File: config.mk
export PLATFORM = sky130hd
export DESIGN_NAME = npc_branch_unit
export DESIGN_NICKNAME = d
export VERILOG_FILES = /design/src/rtl/npc_pkg.sv /design/src/rtl/npc_cond_eval.sv /design/src/rtl/npc_target_gen.sv /design/src/rtl/npc_pc_reg.sv /design/src/rtl/npc_branch_unit.sv
export SDC_FILE = /design/constraint.sdc
export NUM_CORES = 1
export LEC_CHECK = 0
export BUFFER_PORTS_ARGS = -buffer_cell sky130_fd_sc_hd__buf_2
export CORE_MARGIN = 4
export CORE_UTILIZATION = 49
export CTS_CLUSTER_DIAMETER = 80
export DETAILED_ROUTE_END_ITERATION = 8
export GPL_ROUTABILITY_DRIVEN = 0
export PLACE_DENSITY = 0.8
export SYNTH_ARGS = -nofsm -noshare
export SYNTH_HDL_FRONTEND = slang
export SYNTH_HIERARCHICAL = 1
export SYNTH_SLANG_ARGS = --single-unit
File: constraint.sdc
create_clock -name clk -period 2.7 [get_ports clk]
set_clock_uncertainty 0.05 [all_clocks]
set_input_delay 0.54 -clock clk [delete_from_list [all_inputs] [get_ports clk]]
set_output_delay 0.54 -clock clk [all_outputs]
set_load 0.05 [all_outputs]
File: src/rtl/npc_pkg.sv
package npc_pkg;

   typedef enum logic [3:0] {
      CLS_SEQ     = 4'd0,
      CLS_BGT     = 4'd1,
      CLS_BGE     = 4'd2,
      CLS_BLT     = 4'd3,
      CLS_BLE     = 4'd4,
      CLS_BEQ     = 4'd5,
      CLS_BNE     = 4'd6,
      CLS_BALWAYS = 4'd7,
      CLS_BBITSET = 4'd8,
      CLS_BBITCLR = 4'd9,
      CLS_JUMP    = 4'd10,
      CLS_JLINK   = 4'd11
   } npc_class_e;

   typedef enum logic [1:0] {
      SRC_SEQ = 2'd0,
      SRC_REL = 2'd1,
      SRC_ABS = 2'd2
   } npc_src_e;

endpackage

File: src/rtl/npc_cond_eval.sv
module npc_cond_eval
   import npc_pkg::*;
#(
   parameter int DATA_W    = 32,
   parameter int CMP_STYLE = 0
) (
   input  npc_class_e          cls,
   input  logic [DATA_W-1:0]   lhs,
   input  logic [DATA_W-1:0]   rhs,
   output logic                taken
);
   localparam int IDX_W = $clog2(DATA_W);

   logic lt, eq, gt;
   logic bit_sel;

   generate
      if (CMP_STYLE == 0) begin : g_shared_sub
         logic [DATA_W:0] diff;
         assign diff = {1'b0, lhs} - {1'b0, rhs};
         assign lt   = diff[DATA_W];
         assign eq   = (diff[DATA_W-1:0] == '0);
         assign gt   = !lt && !eq;
      end else begin : g_direct_cmp
         assign lt = (lhs < rhs);
         assign eq = (lhs == rhs);
         assign gt = (lhs > rhs);
      end
   endgenerate

   assign bit_sel = rhs[lhs[IDX_W-1:0]];

   always_comb begin
      unique case (cls)
         CLS_BGT:     taken = gt;
         CLS_BGE:     taken = gt || eq;
         CLS_BLT:     taken = lt;
         CLS_BLE:     taken = lt || eq;
         CLS_BEQ:     taken = eq;
         CLS_BNE:     taken = !eq;
         CLS_BALWAYS: taken = 1'b1;
         CLS_BBITSET: taken = bit_sel;
         CLS_BBITCLR: taken = !bit_sel;
         default:     taken = 1'b0;
      endcase
   end
endmodule

File: src/rtl/npc_target_gen.sv
module npc_target_gen #(
   parameter int PC_W  = 16,
   parameter int OFS_W = 10
) (
   input  logic [PC_W-1:0]  pc,
   input  logic [OFS_W-1:0] ofs,
   input  logic [PC_W-1:0]  abs_tgt,
   output logic [PC_W-1:0]  seq_tgt,
   output logic [PC_W-1:0]  rel_tgt,
   output logic [PC_W-1:0]  jmp_tgt
);
   logic [PC_W-1:0] ofs_ext;

   generate
      if (OFS_W < PC_W) begin : g_sext
         assign ofs_ext = {{(PC_W-OFS_W){ofs[OFS_W-1]}}, ofs};
      end else begin : g_full
         assign ofs_ext = ofs[PC_W-1:0];
      end
   endgenerate

   assign seq_tgt = pc + {{(PC_W-1){1'b0}}, 1'b1};
   assign rel_tgt = pc + ofs_ext;
   assign jmp_tgt = abs_tgt;
endmodule

File: src/rtl/npc_pc_reg.sv
module npc_pc_reg #(
   parameter int              PC_W     = 16,
   parameter logic [PC_W-1:0] RESET_PC = '0
) (
   input  logic            clk,
   input  logic            rst_n,
   input  logic            load,
   input  logic [PC_W-1:0] d,
   output logic [PC_W-1:0] q
);
   always_ff @(posedge clk or negedge rst_n) begin
      if (!rst_n)    q <= RESET_PC;
      else if (load) q <= d;
   end

   assert_hold_R2: assert property (@(posedge clk) disable iff (!rst_n)
      !load |=> $stable(q));
endmodule

File: src/rtl/npc_branch_unit.sv
module npc_branch_unit
   import npc_pkg::*;
#(
   parameter int              PC_W      = 16,
   parameter int              DATA_W    = 32,
   parameter int              IMM_W     = 8,
   parameter int              OFS_W     = 10,
   parameter int              CMP_STYLE = 0,
   parameter logic [PC_W-1:0] RESET_PC  = '0
) (
   input  logic              clk,
   input  logic              rst_n,
   input  logic              insn_valid,
   input  logic [3:0]        op_class,
   input  logic              use_imm,
   input  logic [DATA_W-1:0] op1,
   input  logic [DATA_W-1:0] op2_reg,
   input  logic [IMM_W-1:0]  imm8,
   input  logic [OFS_W-1:0]  br_ofs,
   input  logic [PC_W-1:0]   jmp_imm,
   output logic [PC_W-1:0]   pc,
   output logic              link_we,
   output logic [DATA_W-1:0] link_data
);
   generate
      if (PC_W > DATA_W) begin : g_err_pcw
         $error("PC_W must not exceed DATA_W");
      end
      if (IMM_W > DATA_W) begin : g_err_immw
         $error("IMM_W must not exceed DATA_W");
      end
      if (OFS_W > PC_W || OFS_W < 2) begin : g_err_ofsw
         $error("OFS_W must be within 2..PC_W");
      end
      if (CMP_STYLE != 0 && CMP_STYLE != 1) begin : g_err_cmp
         $error("CMP_STYLE must be 0 or 1");
      end
   endgenerate

   npc_class_e        cls;
   logic [DATA_W-1:0] cmp_opnd;
   logic [PC_W-1:0]   abs_sel;
   logic [PC_W-1:0]   seq_tgt, rel_tgt, jmp_tgt;
   logic [PC_W-1:0]   pc_next;
   logic              taken;
   npc_src_e          src;

   assign cls      = npc_class_e'(op_class);
   assign cmp_opnd = use_imm ? DATA_W'(imm8) : op2_reg;
   assign abs_sel  = use_imm ? jmp_imm : op2_reg[PC_W-1:0];

   npc_cond_eval #(.DATA_W(DATA_W), .CMP_STYLE(CMP_STYLE)) u_cond (
      .cls   (cls),
      .lhs   (cmp_opnd),
      .rhs   (op1),
      .taken (taken)
   );

   npc_target_gen #(.PC_W(PC_W), .OFS_W(OFS_W)) u_tgt (
      .pc      (pc),
      .ofs     (br_ofs),
      .abs_tgt (abs_sel),
      .seq_tgt (seq_tgt),
      .rel_tgt (rel_tgt),
      .jmp_tgt (jmp_tgt)
   );

   always_comb begin
      if (cls == CLS_JUMP || cls == CLS_JLINK) src = SRC_ABS;
      else if (taken)                         src = SRC_REL;
      else                                    src = SRC_SEQ;
   end

   always_comb begin
      unique case (src)
         SRC_REL: pc_next = rel_tgt;
         SRC_ABS: pc_next = jmp_tgt;
         default: pc_next = seq_tgt;
      endcase
   end

   npc_pc_reg #(.PC_W(PC_W), .RESET_PC(RESET_PC)) u_pc (
      .clk   (clk),
      .rst_n (rst_n),
      .load  (insn_valid),
      .d     (pc_next),
      .q     (pc)
   );

   assign link_we   = insn_valid && (cls == CLS_JLINK);
   assign link_data = DATA_W'(seq_tgt);

   assert_nolink_R2: assert property (@(posedge clk) disable iff (!rst_n)
      !insn_valid |-> !link_we);

   assert_seq_step_R10: assert property (@(posedge clk) disable iff (!rst_n)
      insn_valid && (op_class == 4'd0 || op_class >= 4'd12)
      |=> pc == PC_W'($past(pc) + 1'b1));

   assert_always_rel_R6: assert property (@(posedge clk) disable iff (!rst_n)
      insn_valid && cls == CLS_BALWAYS |=> pc == $past(rel_tgt));

   assert_eq_taken_R4: assert property (@(posedge clk) disable iff (!rst_n)
      insn_valid && cls == CLS_BEQ && cmp_opnd == op1 |=> pc == $past(rel_tgt));

   assert_jump_abs_R8: assert property (@(posedge clk) disable iff (!rst_n)
      insn_valid && (cls == CLS_JUMP || cls == CLS_JLINK) |=> pc == $past(abs_sel));

   assert_link_ret_R9: assert property (@(posedge clk) disable iff (!rst_n)
      link_we |=> pc == $past(abs_sel) && $past(link_data) == DATA_W'(PC_W'($past(pc) + 1'b1)));
endmodule

==> summary.md, run 1 <==
The die covers 12200 µm². The number of different library cells in the post-synthesis netlist is 76. Of the post-synthesis cell area, the dominant cell type holds 11.7%.

Static timing analysis puts the maximum clock frequency at 212 MHz. Post-layout minimum cycle time: 4.72 ns. TritonCTS built the clock tree. The initial core utilization is 49.9%, and the average cell area after synthesis is 7.94 µm². The share of the Yosys chip area taken by registers is 7.80%.

IR analysis of the VDD net gives a maximum drop of 0.825 mV. The final reports fail on negative setup slack. The count of input and output buffers is 138. The most repeated cell in the gate-level netlist after synthesis was sky130_fd_sc_hd__nand2_1. In the synthesized netlist the async set-or-reset flop fraction comes to 100%.

The post-route netlist has 47.3% of its cells at a drive strength greater than 1. Entering global routing, the biggest net connects 26 pins. The number of pins with negative max-slew slack in the final report is 0.

Of the available clock period, the critical path in the final layout requires 175%. The clock input transition at the sequential cells of the worst setup and hold paths is 0.07 ns. In the final layout, the registers with the most flip-flops are u_pc/q (16).

The tools report the initial antenna violation count as 0. 155 I/O pins were placed. In the synthesized netlist, the number of instances is 646. For this block, the initial DRC count from the detailed router was 614.

For this run, the post-layout net count is 1070. The area growth from synthesis to final layout came out at 43.9%. The flow ran to the end, but the final reports show violations. The clock passes through at most 2 buffers.

Across all register-to-register paths, the minimum setup slack is -0.28 ns. The number of hold violations in the final report is 0. From left edge to right edge, the die measures 110 µm.

The critical path goes through buf_12, buf_8, nand2b_4, nand2_4, ha_4, a21o_1, buf_6, buf_6, o41ai_4, nand4_1, a2111o_1, buf_6, a21o_4, a21oi_2, and4b_1, a21oi_2, nand3b_1, buf_6, mux2_4, mux2_4, mux2_4. The via count is 6331, and the post-detailed-route count of antenna-violating nets is 0. The number of buffers inserted during clock tree synthesis was 3; the total detailed-routing wirelength was 19500 µm. After legalization and detailed placement, the total HPWL measured 15000 µm. For the antenna diode count, the log shows 0.

The top fanout value on the critical path came out at 8. The clock net in this run drives a total of 16 sinks. Summed over all layers, the global routing overflow is 0. The worst setup path is launched from a primary input.

The slowest cell on the critical path is sky130_fd_sc_hd__a2111o_1. The count of H-tree levels built during CTS was 1. Dividing the detail-routed via count by the number of cells gives 6.03. The launch instance of the worst register-to-register path was u_pc/q[0]. The endpoint type of the worst setup path was a flip-flop. Cells fill 71.8% of the core in the end. The depth of the worst register-to-register path is 10.

The final worst setup slack came out at -2.02 ns. Setup repair after global routing could not meet its margin everywhere. Worst flop-to-flop path endpoint: u_pc/q[12]. The maximum single-stage delay on the critical path was 0.49 ns. The worst-skew pair later-pin latency was 0.26 ns; the register bit total from synthesis was 16. For this design the ratio of total power to cell area is 802 nW/µm². The initialized floorplan defines 37 standard-cell rows. In the final routed layout, each cell accounts on average for 18.6 µm. The tree is rooted in a sky130_fd_sc_hd__clkbuf_8.

By area the synthesized netlist is led by sky130_fd_sc_hd__ha_1 12%, sky130_fd_sc_hd__mux2_4 8.8%, sky130_fd_sc_hd__dfrtp_1 7.8%, sky130_fd_sc_hd__nand2_1 4.8%, sky130_fd_sc_hd__buf_4 4.7%. Critical setup path kind: primary input to flip-flop. The post-synthesis cell type with the largest combined area is sky130_fd_sc_hd__ha_1. The commonest cells after synthesis are 66 x sky130_fd_sc_hd__nand2_1, 48 x sky130_fd_sc_hd__ha_1, 48 x sky130_fd_sc_hd__inv_1. Number of remaining DRC errors: 0.

The number of global-route vias before repair was 6239; the wire length of the first global-routing pass was 29200 µm. The largest register by flop count was u_pc/q. The mapped netlist covers 5130 µm².

The required time of the worst setup path was 2.79 ns; the number of flip-flops in the largest register was 16. The first detailed-routing pass took 8 iterations. The core region is 10300 µm². Setup violations remaining at the end of the flow were counted as 16. For this run, the total global-route usage over all layers was measured as 30.4%. The leakage power is 3.85 nW, and the number of buffer and inverter instances along the worst setup path is 6. From bottom edge to top edge, the die measures 110 µm. The kind of cell with the highest combined delay on the critical path was compound AO/OA/AOI/OAI gates.

The most used flip-flop cell after synthesis is sky130_fd_sc_hd__dfrtp_1. Count of warnings emitted by yosys: 6. Hold repair after CTS inserted 0 buffers.

The logs give 4.81 ns for the endpoint arrival time on the critical path and 0 for the count of maximum capacitance violations. The most repeated library cell on the critical path is sky130_fd_sc_hd__buf_6. After routing, the total negative slack on setup checks comes to -31.57 ns. In this run, synthesis inferred 0 flip-flops with an integrated enable. The path class of the lowest-slack min-delay path was primary input to asynchronous set/reset pin.
-- layout make-up --
type | count | area (µm²)
Tap cell | 136 | 170
Timing Repair Buffer | 304 | 2030
Multi-Input combinational cell | 542 | 4540
Sequential cell | 16 | 400
Inverter | 48 | 183
Clock buffer | 4 | 55.1
Fill cell | 712 | 2900
-- where the power goes --
group	internal (mW)	total, mW	switching (mW)	leakage [nW]
logic	2.27	5.20	2.92	3.63
registers	0.366	0.496	0.130	0.190
clock network	0.130	0.227	0.0972	0.0288
-- layer usage --
layer,wire [µm],share of wire [%],up-vias,track usage [%]
li1,-,-,2847,-
met5,0,0,-,0
met4,1190,6.1,0,17.5
met2,9880,51,373,56.1
met3,1540,7.9,130,4.25
met1,6890,35,2981,32.8
-- how the worst max path moves through the flow --
| stage | start | slack (ns) | depth (start not counted) | end |
|---|---|---|---|---|
| after floorplan | use_imm | -2.10 | 23 | u_pc/q[3] |
| after global placement | use_imm | -2.20 | 19 | u_pc/q[13] |
| after detailed placement | use_imm | -2.27 | 19 | u_pc/q[7] |
| after CTS | use_imm | -1.89 | 21 | u_pc/q[4] |
| after global routing | use_imm | -2.10 | 21 | u_pc/q[11] |
| final | use_imm | -2.02 | 21 | u_pc/q[7] |
-- cells in the final DEF (no fill, tap or decap), drive strengths merged, types with 11 or more instances in the layout --
cell type	count
a21o	17
a21oi	49
buf	304
conb	16
dfrtp	16
ha	48
inv	48
mux2	49
nand2	66
nand3	17
nand4	12
nor2	27
nor2b	27
nor3	11
o21ai	22
xnor2	23
xor2	13
-- metrics by stage --
stage | hold slack [ns] | instances | setup slack (ns) | power (mW) | cell area (µm²)
2_1_floorplan | 0.194 | 661 | -2.10 | 3.88 | 5350
3_3_place_gp | 0.425 | 1035 | -2.20 | 5.09 | 6990
3_5_place_dp | 0.431 | 1035 | -2.27 | 5.29 | 6990
4_1_cts | 0.153 | 1047 | -1.89 | 5.68 | 7300
5_1_grt | 0.165 | 1050 | -2.10 | 6.20 | 7380
6_report | 0.142 | 1050 | -2.02 | 5.92 | 7380
-- kinds of logic (layout without fill, tap and decap cells) --
| logic type | Yosys count | count (layout) | share of synthesized area [%] |
|---|---|---|---|
| compound gates | 165 | 165 | 22.3 |
| flops | 16 | 16 | 7.80 |
| fa+ha+maj | 49 | 49 | 12.1 |
| buf+inv | 103 | 356 | 11.2 |
| other cells | 1 | 16 | 0.0731 |
| mux | 65 | 65 | 18.5 |
| xor+xnor | 36 | 36 | 6.15 |
| simple gates | 211 | 211 | 21.9 |
-- worst reg2reg max path, cell delays in order (launching register included) --
cell and delay [ns]:
sky130_fd_sc_hd__dfrtp_1 0.39, sky130_fd_sc_hd__ha_1 0.23, sky130_fd_sc_hd__fa_1 0.42, sky130_fd_sc_hd__a21o_1 0.22, sky130_fd_sc_hd__a31o_1 0.26, sky130_fd_sc_hd__a21oi_2 0.26
sky130_fd_sc_hd__o21bai_1 0.13, sky130_fd_sc_hd__xor2_1 0.15, sky130_fd_sc_hd__mux2_2 0.26, sky130_fd_sc_hd__mux2_4 0.25, sky130_fd_sc_hd__mux2_4 0.25
-- timing repair --
item / CTS / global route
pin swaps: 15 / 17
gates cloned: 1 / 0
setup endpoints to repair: 19 / 22
buffers inserted: 7 / 5
gates resized for setup: 44 / 27
No activity file was read; power rests on OpenSTA's default activity.
==> run 2, diff against run 1 <==
- clock period: 2.7 -> 4.25 ns (I/O delays scaled with it)
==> summary.md, run 2 (synthesized netlist as in run 1, its figures left out) <==
The library cells used most frequently in the layout, excluding fill and tap cells, are 137 x sky130_fd_sc_hd__buf_2, 133 x sky130_fd_sc_hd__buf_4, 58 x sky130_fd_sc_hd__nand2_1. Setup repair after global routing could not meet its margin everywhere. For this run, the total global-route usage over all layers was measured as 29.8%.

Area growth from synthesis to final layout: 39.8%. The tools report the count of H-tree levels built during CTS as 1. The initial utilization of the core area, before any placement, comes to 49.9%. The relative max-transition margin was 58.1%; the internal power summed over all cells was 1.54 mW. Clock tree synthesis selected as its root buffer the cell sky130_fd_sc_hd__clkbuf_8. Summed over all layers, the routed wires come to 20000 µm.

Final worst-path cycle share: 121%. Accumulated negative setup slack: -13.77 ns. TritonCTS built the clock tree. The sequential group share of total power is 11.2%, and the count of input and output buffers is 138. The logs give 3.72 nW for the leakage power and 1.12 ns for the minimum setup slack among reg-to-reg paths. The detailed placement HPWL came out at 14500 µm. IR analysis of the VDD net gives a maximum drop of 0.480 mV. The final worst setup slack came out at -0.887 ns. The worst setup path is captured at a flip-flop. Hold timing on the final database bottoms out at a slack of 0.444 ns. I/O pin total: 155. The most frequent standard cell in the layout excluding fill and tap cells is sky130_fd_sc_hd__buf_2.

For the worst setup path, the data arrival time is 5.23 ns. The run gives 6 as the first-pass detailed-route iteration total. Violation count after the first detailed-routing iteration: 507. In the routed design, unresolved DRC markers number 0. The routed layout has 6302 vias.

The worst setup timing slack at the placement stage is -1.24 ns. Top fanout value on the critical path: 8. Counting along the longest clock path gives a buffer depth of 2. The number of nets in the finished design was 1046.

The number of clock buffers added by TritonCTS is 3. The overall die width is 110 µm. The run finished, with violations left. In this run the remaining antenna-violating nets after routing total 0. Path class of the lowest-slack min-delay path: primary input to asynchronous set/reset pin. After detailed routing, the average wire length per cell comes to 19.5 µm. The number of pins with negative max-slew slack in the final report came out at 0. u_pc/q holds more flip-flops than any other register.

The routed via count divided by cell count was 6.14; the total clock sinks was 16. The number of global-route vias before repair was 6027. The total net switching power was 1.95 mW; the area of the core was 10300 µm². Setup violations remaining at the end of the flow were counted as 16. The vertical die dimension was 110 µm. Derived from the worst setup path, the maximum achievable clock frequency is 195 MHz. In this run the power density over the cells is 487 nW/µm². In this run switching power makes up 55.8% of total power. Sort of element at the start of the critical path: a primary input. After global routing the overflow that remains totals 0. The critical path starts at use_imm. Counting I/O delays and the setup requirement, the final critical path takes 5.14 ns. For the worst setup path, the data required time is 4.34 ns.

The checks that failed: negative setup slack. The number of hold violations in the final report was 0. The largest registers in the layout are u_pc/q (16). The worst register-to-register path begins at u_pc/q[0].

The register with the most flip-flops in the layout has 16 of them. Transition time of the tightest slew-check pin: 0.625 ns. The die covers 12200 µm². For the worst-skew pair, the clock arrives at the later sink with an insertion delay of 0.26 ns.

Overall power consumption after layout is estimated at 3.49 mW. The wire length of the first global-routing pass is 28600 µm, and the clock input transition at the sequential cells of the worst setup and hold paths is 0.06 ns. The largest net degree at the start of global routing is 24, and the fraction of layout instances using a drive strength above 1 is 44.8%. The share of total power dissipated in combinational logic is 84.8%.

The proportion of power drawn by the clock network was 4.0%; the number of core rows was 37. The worst setup path is of the primary input to flip-flop kind. The repair_antennas step left the layout with diodes totalling 0. Across the run, the number of max-cap violations was 0. The run gives 0 as the initial antenna violation count.
-- run 2: cell type report --
class	instances	area, µm²
Clock buffer	4	55.1
Fill cell	737	3110
Inverter	48	183
Multi-Input combinational cell	542	4530
Sequential cell	16	400
Tap cell	136	170
Timing Repair Buffer	280	1830
-- run 2: worst max-delay path: stages --
cell and delay (ns):
sky130_fd_sc_hd__buf_12 0.12, sky130_fd_sc_hd__buf_8 0.13, sky130_fd_sc_hd__nand2b_4 0.15, sky130_fd_sc_hd__nand2_4 0.07, sky130_fd_sc_hd__ha_4 0.20, sky130_fd_sc_hd__a21o_1 0.17
sky130_fd_sc_hd__buf_4 0.13, sky130_fd_sc_hd__buf_4 0.14, sky130_fd_sc_hd__o41ai_4 0.33, sky130_fd_sc_hd__nand4_1 0.26, sky130_fd_sc_hd__a2111o_1 0.45, sky130_fd_sc_hd__a31o_1 0.23
sky130_fd_sc_hd__a211o_1 0.32, sky130_fd_sc_hd__a31oi_1 0.28, sky130_fd_sc_hd__a21oi_2 0.12, sky130_fd_sc_hd__nand3b_1 0.22, sky130_fd_sc_hd__buf_6 0.19, sky130_fd_sc_hd__mux2_4 0.31
sky130_fd_sc_hd__mux2_2 0.28, sky130_fd_sc_hd__mux2_4 0.26
-- run 2: timing repair --
action,4_1_cts,5_1_grt
resized for setup,39,32
setup endpoints to repair,16,16
hold buffers,0,0
buffers inserted,14,3
pin swaps,17,11
gates cloned,2,0
-- run 2: path summary, 6_finish.rpt --
kind / end / depth (start not counted)
worst max-delay path: u_pc/q[7] / 20
worst min-delay path: u_pc/q[0] / 1
worst max register to register: u_pc/q[12] / 10
worst min register to register: u_pc/q[15] / 1
max in group asynchronous: u_pc/q[3] / 1
min in group clk: u_pc/q[15] / 1
-- run 2: through the flow --
| step | util (%) | cell area [µm²] | instances |
|---|---|---|---|
| after detailed placement | 65.0 | 6690 | 1005 |
| after CTS | 68.7 | 7060 | 1025 |
| after global routing | 69.8 | 7170 | 1026 |
| after floorplan | - | 5290 | 661 |
| after global placement | 65.0 | 6690 | 1005 |
| final | 69.8 | 7170 | 1026 |
-- run 2: layer usage --
layer  GRT usage [%]  up-vias  wire (µm)  part of all wire [%]
li1                -     2809          -                     -
met5               0        -          0                     0
met3            3.73      127       1510                   7.5
met1            32.5     2957       7140                    36
met4            20.9        0       1450                   7.3
met2            53.2      409       9870                    49
-- run 2: power groups by stage --
stage | Clock [mW] | Sequential (mW) | Combinational [mW]
floorplan | 0 | 0.620 | 1.80
global placement | 0 | 0.374 | 2.59
detailed placement | 0 | 0.384 | 2.68
CTS | 0.138 | 0.382 | 2.78
global route | 0.147 | 0.405 | 3.09
finish | 0.140 | 0.391 | 2.96
==> run 3, diff against run 2 <==
- clock period: 4.25 -> 4.2 ns (I/O delays scaled with it)
==> summary.md, run 3 (synthesized netlist as in run 1, its figures left out) <==
Leaving out fill and tap cells, the most frequent cell in the layout is sky130_fd_sc_hd__buf_2. Global routing used 28.5% of the available tracks across all layers. Dividing total power by cell area gives a power density of 491 nW/µm². Most repeated library cell on the critical path: sky130_fd_sc_hd__mux2_4.

Counting along the longest clock path gives a buffer depth of 2. The clock net in this run drives a total of 16 sinks. The overall power of the completed layout came out at 3.45 mW. For this design the total switching power over the nets is 1.91 mW. The number of hold violations in the final report is 0.

The largest registers in the layout are u_pc/q (16). The worst path in the final design needs a cycle of 5.01 ns, including I/O delays and setup. Number of nets in the finished design: 1035.

In this run the vertical extent of the chip is 110 µm. The run finished, with violations left. Total of fill cells in the finished design: 786.

Critical setup path kind: primary input to flip-flop. The combinational share of power was 84.4%. Relative to the synthesized area, the layout overhead comes to 37.1%. Derived from the worst setup path, the maximum achievable clock frequency is 200 MHz.

The number of remaining DRC errors was 0. Initial core utilization: 49.9%. The slowest cell on the critical path was sky130_fd_sc_hd__or4b_4.

The largest net degree at the start of global routing is 29. At the worst endpoint, the arrival time is 5.10 ns. With fillers left out, the area of the finished cells amounts to 7040 µm². For the wire length of the first global-routing pass, the log shows 27700 µm.

Before CTS, the worst setup slack after placement is -1.09 ns. The placed instances occupy a cell area of 6630 µm². The number of global-route vias before repair was 5781. In this run the horizontal extent of the chip is 110 µm.

The final worst setup slack was -0.805 ns. Dividing the detail-routed via count by the number of cells gives 5.95. The tightest min-delay check is of the primary input to asynchronous set/reset pin type. The final routed wire length divided by cell count is 18.4 µm, and the required time of the worst setup path is 4.29 ns.

Pin placement for this block handled 155 I/O pins. Clock latency on the worst-skew pair, taken at its later pin, is 0.25 ns. For the initial antenna violation count, the log shows 0. Wires add up to 18700 µm.

In this run the core area contains 37 standard-cell rows. The die area is 12200 µm². TritonCTS built the clock tree.

The maximum single-stage delay on the critical path is 0.56 ns, and the first-pass detailed-route iteration total is 5. Violation count after the first detailed-routing iteration: 576. The sort of element at the start of the critical path was a primary input. The critical path goes through bufbuf_16, nand2b_1, nand2_2, inv_4, ha_4, nor2b_4, o2111a_1, or4b_4, a2111oi_4, buf_4, buf_4, nor2_1, xnor2_1, nand4_1, and4b_1, a21oi_2, nand3b_1, buf_6, mux2_4, mux2_4, mux2_4.

The clock input transition at the sequential cells of the worst setup and hold paths was 0.07 ns. Hold timing on the final database bottoms out at a slack of 0.448 ns. The worst pin sits at a relative slew slack of 61.0%. The tree is rooted in a sky130_fd_sc_hd__clkbuf_8.

The fraction of layout instances using a drive strength above 1 is 43.7%, and the count of maximum capacitance violations is 0. The post-detailed-route count of antenna-violating nets is 0. Once detailed placement completed, the half-perimeter wirelength came to 14200 µm. The final worst-path cycle share is 119%, and the top fanout value on the critical path is 8.

STA classifies the critical path endpoint as a flip-flop. The final cell utilization of the core was 68.5%. VDD sags by at most 0.525 mV.

The number of pins with negative max-slew slack in the final report is 0, and the antenna diode count is 0. The clock network is responsible for 4.1% of the overall power. In the layout the commonest cells are 137 x sky130_fd_sc_hd__buf_2, 124 x sky130_fd_sc_hd__buf_4, 57 x sky130_fd_sc_hd__nand2_1. The final reports fail on negative setup slack. Setup repair after global routing could not meet its margin everywhere. The run gives 3 as the number of buffers inserted during clock tree synthesis.

After global routing the overflow that remains totals 0. The register with the most flip-flops in the layout has 16 of them. Setup violations remaining at the end of the flow were counted as 16.

The share of total power dissipated in sequential elements is 11.5%. Cell internal power was estimated by the tool at 1.54 mW. Net switching is 55.3% of the power.

In this run the standard cell core region covers 10300 µm². The count of input and output buffers was 138; the transition time of the tightest slew-check pin was 0.582 ns. More flip-flops sit in one register than any other, and that register is u_pc/q. In this run the static leakage power is 3.67 nW.

For the count of H-tree levels built during CTS, the log shows 1. The run gives 6038 as the via count.
run 3: power groups by stage:
stage | Clock (mW) | Combinational (mW) | Sequential [mW]
2_1_floorplan | 0 | 1.84 | 0.628
3_3_place_gp | 0 | 2.63 | 0.380
3_5_place_dp | 0 | 2.71 | 0.391
4_1_cts | 0.142 | 2.78 | 0.389
5_1_grt | 0.148 | 3.07 | 0.410
6_report | 0.142 | 2.91 | 0.395
run 3: what timing repair did:
| action | CTS | global route |
|---|---|---|
| gates resized for setup | 24 | 26 |
| buffers inserted | 6 | 8 |
| endpoints found under the setup margin | 16 | 16 |
| cloned | 3 | 0 |
| endpoints found under the hold margin | 0 | 0 |
| pin swaps | 16 | 16 |
| hold buffers | 0 | 0 |
run 3: cell type report:
cell class	count	area (µm²)	area share [%]
flip-flops and latches	16	400	5.69
multi-input cells	542	4460	63.4
inverters	48	183	2.60
repair buffers	269	1770	25.1
clock buffers	4	55.1	0.783
well taps	136	170	2.42
run 3: worst max-delay path, delay by kind of cell:
kind	cells	cell delay, ns
and+or+nand+nor	8	1.61
muxes	3	0.85
buffers and inverters	5	0.78
AOI/OAI and AO/OA	3	0.67
xor gates and xnor gates	1	0.18
adders and majority gates	1	0.15
run 3: routing by layer:
metal	vias up	track usage [%]	wire [µm]
met3	81	1.86	1230
met2	316	52.7	9510
met4	0	12.0	837
met5	-	0	0
met1	2854	33.7	7100
li1	2787	-	-
run 3: path summary, 6_finish.rpt:
path / startpoint / endpoint / slack, ns / cells after the start
worst max register to register: u_pc/q[0] / u_pc/q[12] / 1.07 / 10
worst max-delay path: use_imm / u_pc/q[4] / -0.81 / 21
worst min register to register: u_pc/q[15] / u_pc/q[15] / 0.57 / 1
worst min-delay path: rst_n / u_pc/q[6] / 0.45 / 1
max in group asynchronous: rst_n / u_pc/q[12] / 3.38 / 1
min in group clk: u_pc/q[15] / u_pc/q[15] / 0.57 / 1
run 3: stage by stage:
stage          setup TNS, ns  instances
3_5_place_dp          -17.15        996
4_1_cts               -10.97       1009
6_report              -12.38       1015
2_1_floorplan         -13.47        661
3_3_place_gp          -15.52        996
5_1_grt               -14.63       1015
